### config.mk
export PLATFORM = sky130hd
export DESIGN_NAME = prefetch_distance_est
export DESIGN_NICKNAME = d
export VERILOG_FILES = /design/src/rtl/pde_pkg.sv /design/src/rtl/pde_ewma.sv /design/src/rtl/pde_divider.sv /design/src/rtl/prefetch_distance_est.sv
export SDC_FILE = /design/constraint.sdc
export NUM_CORES = 1
export LEC_CHECK = 0
export BUFFER_PORTS_ARGS = -buffer_cell sky130_fd_sc_hd__buf_4
export CORE_MARGIN = 2
export CORE_UTILIZATION = 42
export CTS_BUF_LIST = sky130_fd_sc_hd__clkbuf_4 sky130_fd_sc_hd__clkbuf_8
export DETAILED_ROUTE_END_ITERATION = 10
export HOLD_SLACK_MARGIN = 0.05
export PLACE_DENSITY = 0.58
export RECOVER_POWER = 100
export SKIP_LAST_GASP = 1
export SLEW_MARGIN = 20
export SYNTH_ARGS = -nofsm -noshare
export SYNTH_HDL_FRONTEND = slang
export SYNTH_HIERARCHICAL = 1
export SYNTH_SLANG_ARGS = --single-unit
### constraint.sdc
create_clock -name clk -period 3.8 [get_ports clk]
set_clock_uncertainty 0.1 [all_clocks]
set_input_delay 1.14 -clock clk [delete_from_list [all_inputs] [get_ports clk]]
set_output_delay 1.14 -clock clk [all_outputs]
set_load 0.02 [all_outputs]
### src/rtl/pde_pkg.sv
package pde_pkg;
  localparam int FRAC_BITS = 4;
endpackage

### src/rtl/pde_ewma.sv
module pde_ewma
  import pde_pkg::*;
#(
  parameter int CNT_W = 12,
  parameter int SHIFT = 3
) (
  input  logic                       clk,
  input  logic                       rst,
  input  logic                       smp_valid,
  input  logic [CNT_W-1:0]           smp,
  output logic [CNT_W+FRAC_BITS-1:0] avg,
  output logic                       have
);
  localparam int AVG_W  = CNT_W + FRAC_BITS;
  localparam int WIDE_W = AVG_W + SHIFT + 1;

  logic [AVG_W-1:0]  smp_fx;
  logic [WIDE_W-1:0] wide;
  logic [AVG_W-1:0]  avg_next;

  assign smp_fx   = AVG_W'(smp) << FRAC_BITS;
  assign wide     = WIDE_W'(smp_fx) + (WIDE_W'(avg) << SHIFT) - WIDE_W'(avg);
  assign avg_next = AVG_W'(wide >> SHIFT);

  always_ff @(posedge clk) begin
    if (rst) begin
      avg  <= '0;
      have <= 1'b0;
    end else if (smp_valid) begin
      avg  <= have ? avg_next : smp_fx;
      have <= 1'b1;
    end
  end

  // the blended average always lies between the old average and the new sample
  assert_avg_between_R3: assert property (@(posedge clk) disable iff (rst)
    (smp_valid && have) |=>
      ((avg >= $past(avg)) || (avg >= $past(smp_fx))) &&
      ((avg <= $past(avg)) || (avg <= $past(smp_fx))));

  // the valid flag only comes up because of a sample
  assert_first_load_R2: assert property (@(posedge clk) disable iff (rst)
    $rose(have) |-> ($past(smp_valid) && (avg == $past(smp_fx))));
endmodule

### src/rtl/pde_divider.sv
module pde_divider #(
  parameter int NUM_W = 19,
  parameter int DEN_W = 16
) (
  input  logic             clk,
  input  logic             rst,
  input  logic             start,
  input  logic [NUM_W-1:0] num,
  input  logic [DEN_W-1:0] den,
  output logic             busy,
  output logic             done,
  output logic [NUM_W-1:0] quo
);
  localparam int CNT_W = $clog2(NUM_W + 1);

  logic [DEN_W:0]   rem;
  logic [DEN_W:0]   den_r;
  logic [CNT_W-1:0] cnt;
  logic [DEN_W:0]   shifted;
  logic             fits;

  assign shifted = {rem[DEN_W-1:0], quo[NUM_W-1]};
  assign fits    = (shifted >= den_r);

  always_ff @(posedge clk) begin
    if (rst) begin
      rem   <= '0;
      den_r <= '0;
      quo   <= '0;
      cnt   <= '0;
      busy  <= 1'b0;
      done  <= 1'b0;
    end else begin
      done <= 1'b0;
      if (busy) begin
        rem <= fits ? (shifted - den_r) : shifted;
        quo <= {quo[NUM_W-2:0], fits};
        cnt <= cnt - 1'b1;
        if (cnt == CNT_W'(1)) begin
          busy <= 1'b0;
          done <= 1'b1;
        end
      end else if (start) begin
        rem   <= '0;
        den_r <= {1'b0, den};
        quo   <= num;
        cnt   <= CNT_W'(NUM_W);
        busy  <= 1'b1;
      end
    end
  end

  // a request during a division leaves the captured divisor untouched
  assert_drop_busy_R8: assert property (@(posedge clk) disable iff (rst)
    (busy && start) |=> $stable(den_r));

  assert_done_after_busy_R5: assert property (@(posedge clk) disable iff (rst)
    done |-> ($past(busy) && !busy));
endmodule

### src/rtl/prefetch_distance_est.sv
module prefetch_distance_est
  import pde_pkg::*;
#(
  parameter int CNT_W   = 12,
  parameter int K_W     = 3,
  parameter int Q_SHIFT = 3,
  parameter int D_SHIFT = 4,
  parameter int OFF_MAX = 64,
  parameter int OFF_W   = $clog2(OFF_MAX + 1)
) (
  input  logic             clk,
  input  logic             rst,
  input  logic [K_W-1:0]   k_mult,
  input  logic             q_valid,
  input  logic [CNT_W-1:0] q_cycles,
  input  logic             d_valid,
  input  logic [CNT_W-1:0] d_cycles,
  output logic [OFF_W-1:0] offset,
  output logic             large_vertex
);
  localparam int AVG_W = CNT_W + FRAC_BITS;
  localparam int NUM_W = AVG_W + K_W;

  logic [AVG_W-1:0] q_avg, d_avg;
  logic             q_have, d_have, both_have;
  logic             req_r, div_start, div_busy, div_done;
  logic [NUM_W-1:0] div_num, div_quo;

  pde_ewma #(.CNT_W(CNT_W), .SHIFT(Q_SHIFT)) i_q_avg (
    .clk(clk), .rst(rst), .smp_valid(q_valid), .smp(q_cycles),
    .avg(q_avg), .have(q_have));

  pde_ewma #(.CNT_W(CNT_W), .SHIFT(D_SHIFT)) i_d_avg (
    .clk(clk), .rst(rst), .smp_valid(d_valid), .smp(d_cycles),
    .avg(d_avg), .have(d_have));

  assign both_have = q_have && d_have;
  assign div_num   = NUM_W'(k_mult) * NUM_W'(d_avg);
  assign div_start = req_r && !div_busy;

  pde_divider #(.NUM_W(NUM_W), .DEN_W(AVG_W)) i_div (
    .clk(clk), .rst(rst), .start(div_start), .num(div_num), .den(q_avg),
    .busy(div_busy), .done(div_done), .quo(div_quo));

  always_ff @(posedge clk) begin
    if (rst) begin
      req_r        <= 1'b0;
      offset       <= OFF_W'(1);
      large_vertex <= 1'b0;
    end else begin
      req_r <= (q_valid || d_valid) && (q_have || q_valid) && (d_have || d_valid);
      large_vertex <= both_have && (d_avg < q_avg);
      if (div_done) begin
        if (div_quo >= NUM_W'(OFF_MAX - 1)) offset <= OFF_W'(OFF_MAX);
        else                                offset <= OFF_W'(div_quo) + OFF_W'(1);
      end
    end
  end

  assert_offset_bound_R10: assert property (@(posedge clk) disable iff (rst)
    (offset >= OFF_W'(1)) && (offset <= OFF_W'(OFF_MAX)));

  assert_offset_idle_R6: assert property (@(posedge clk) disable iff (rst)
    !both_have |-> (offset == OFF_W'(1)));

  assert_mode_valid_R7: assert property (@(posedge clk) disable iff (rst)
    large_vertex |-> $past(both_have));
endmodule

==> results.ini <==
[synth]
post-synth-top-area-cell = dfxtp_1
ys_seq_area_share_pct = 22.15
synth_top_cell_area_share_pct = 22.15
yosysWarnings = 6
synth_seq_cells = 101
synth_flop_cell = dfxtp_1
synth_cell_types = 81
synthArstFlopShare_pct = 0
yosys-top-cells-area = dfxtp_1 (22%), ha_1 (11%), fa_1 (8.8%), inv_1 (6.7%), a21oi_1 (5.9%)
avgSynthCellArea_um2 = 7.735
synth_edf_count = 0
synthCells = 1180
synth_nets = 1332
syn_area_um2 = 9128

[worst_setup_path]
cp.required_ns = 3.98
path_class = in -> reg
critPathLaunchType = input port
arrival_ns = 3.80
cp-end-kind = flip-flop
worstPathMaxFanout = 3

[finish]
drive_gt1_share_pct = 9.774
nets = 1385
final_cells = 1513
mostFrequentLayoutCell = inv_1
finish.utilization_pct = 47.83
num_antenna_cells = 0
layout_common_cells = inv_1 (163), nand2_1 (126), a21oi_1 (107)
area_delta_synth_final_pct = 10.86

[grt]
grt_max_degree = 57
grt_first_pass_wirelength_mm = 38.32
grt_remaining_overflow = 0
grt_use_total_pct = 20.66
antenna_found_initial = 0
first_global_vias = 7691

[clock_network]
cts_tree = built
cts_buffers = 9
cts_hold_repair.buffers = 0
path_clk_slew_ns = 0.11
cts_root_buf = clkbuf_8
clock_latency_ns = 0.40
cts_setup_buffers = 0
cts.sinks = 101
ctsHtreeMaxLevel = 3
clockBufferDepth = 2

[place]
hpwlAfterDp_mm = 17.46
io_buffers = 38
gp_congestion = 0.9080
dp_cells = 1497
pre_cts_ws_ns = -0.2845

[timing]
setup_viol = 0
drv_slew = 0
period_needed_ns = 3.618
fmaxAchievable_mhz = 276.4
hold_violations = 0
finalSetupTns_ns = 0
whs_ns = 0.3609
fin_ws_ns = 0.1821
rsz0062_at_grt = yes
post-route-period-util_pct = 95.21
worst_slew_pin_slew_ns = 1.357
max_slew_margin_pct = 9.370

[die]
die-area_um2 = 22930
std_cell_rows = 53
pin_count = 39
die-width_um = 151.4
initial_utilization_pct = 43.15
die_y_um = 151.4
coreArea_um2 = 21150

[power_and_ir_drop]
vdd_ir_drop_max_uv = 302.5
p_per_area_nw_per_um2 = 486.6
p_leak_nw = 4.557

[status]
outcome = completed

[drt]
drc = 0
first_pass_iters = 5
dr.first_iter.drc_count = 393
drt-wirelength-per-cell_um = 15.04
vias_per_cell = 5.308
vias = 8031
finalWirelength_mm = 22.75
postRouteAntennaNets = 0

[worst_hold_path]
hold_path_class = reg -> reg

[job]
drv_cap = 0

## through the flow
stage	area [um2]	power, mW
after floorplan	9143	3.467
after global placement	9977	4.224
after detailed placement	9977	4.234
after CTS	10190	5.000
after global routing	10120	5.356
final	10120	4.924
## registers in the layout, summed over array words and instances (netlist names)
signal        count
large_vertex      1
i_d_avg/have      1
i_div/quo        19
i_d_avg/avg      16
i_div/busy        1
i_div/den_r      16
i_q_avg/avg      16
i_div/rem        16
i_div/cnt         5
i_q_avg/have      1
i_div/done        1
offset            7
req_r             1
## worst paths after layout
kind / startpoint / end / slack (ns) / depth (start not counted)
hold / removal: i_div/den_r[13]$_SDFFE_PP0P_ / i_div/den_r[13]$_SDFFE_PP0P_ / 0.36 / 2
setup / recovery: k_mult[2] / i_div/quo[14]$_SDFFE_PP0P_ / 0.18 / 15
hold reg to reg: i_div/den_r[13]$_SDFFE_PP0P_ / i_div/den_r[13]$_SDFFE_PP0P_ / 0.36 / 2
setup reg to reg: i_d_avg/avg[5]$_SDFFE_PP0P_ / i_d_avg/avg[10]$_SDFFE_PP0P_ / 0.55 / 8
## synthesized netlist by cell type, types with 16 or more instances
cell type  instances
fa_1              40
nand2_1          126
nor3_1            16
o21ai_0           49
ha_1              81
nor2b_1           18
clkbuf_1          40
dfxtp_1          101
nand3_1           23
a21o_1            31
nor2_1            93
mux2i_1           25
a211oi_1          26
xor2_1            19
inv_1            163
a21oi_1          107
xnor2_1           34
## cells by family after synthesis
family / synth area share, %
and+or+nand+nor: 18.14
muxes: 2.865
adders and majority gates: 19.88
DFF: 22.15
xor gates and xnor gates: 5.086
AOI/OAI and AO/OA: 23.02
buffers and inverters: 8.869
## critical path, stage by stage
cell	delay [ns]
buf_4	0.12
and2_0	0.16
fa_1	0.50
ha_2	0.21
fa_2	0.34
a21o_1	0.23
a221oi_4	0.29
buf_4	0.17
nor3_1	0.04
o22ai_1	0.14
xnor2_1	0.08
mux2i_1	0.13
nor2_1	0.05
a21oi_1	0.14
nor2_1	0.05
## area by class of cell
type                            instances  area (um2)
Timing Repair Buffer                   92       630.6
Multi-Input combinational cell        866        6297
Sequential cell                       101        2023
Fill cell                            2123       11040
Clock buffer                            9       123.9
Inverter                              163       611.8
Clock inverter                          7       87.58
Tap cell                              275       344.1
## layer usage
layer / global-route usage (%) / part of all wire, % / wire length [um]
met1: 29.09 / 51 / 11490
met5: 0 / 0 / 0
met2: 33.87 / 46 / 10400
met3: 2.861 / 2.6 / 594
met4: 4.065 / 1.1 / 257
## power breakdown
part	switching (mW)	internal, mW
Sequential	0.168	1.15
Combinational	1.61	1.25
Clock	0.475	0.270
## repair_timing
item	in CTS	in global routing
gates resized for setup	0	1
hold endpoints to repair	0	0
endpoints found under the setup margin	0	3
No activity file was read; power rests on OpenSTA's default activity.
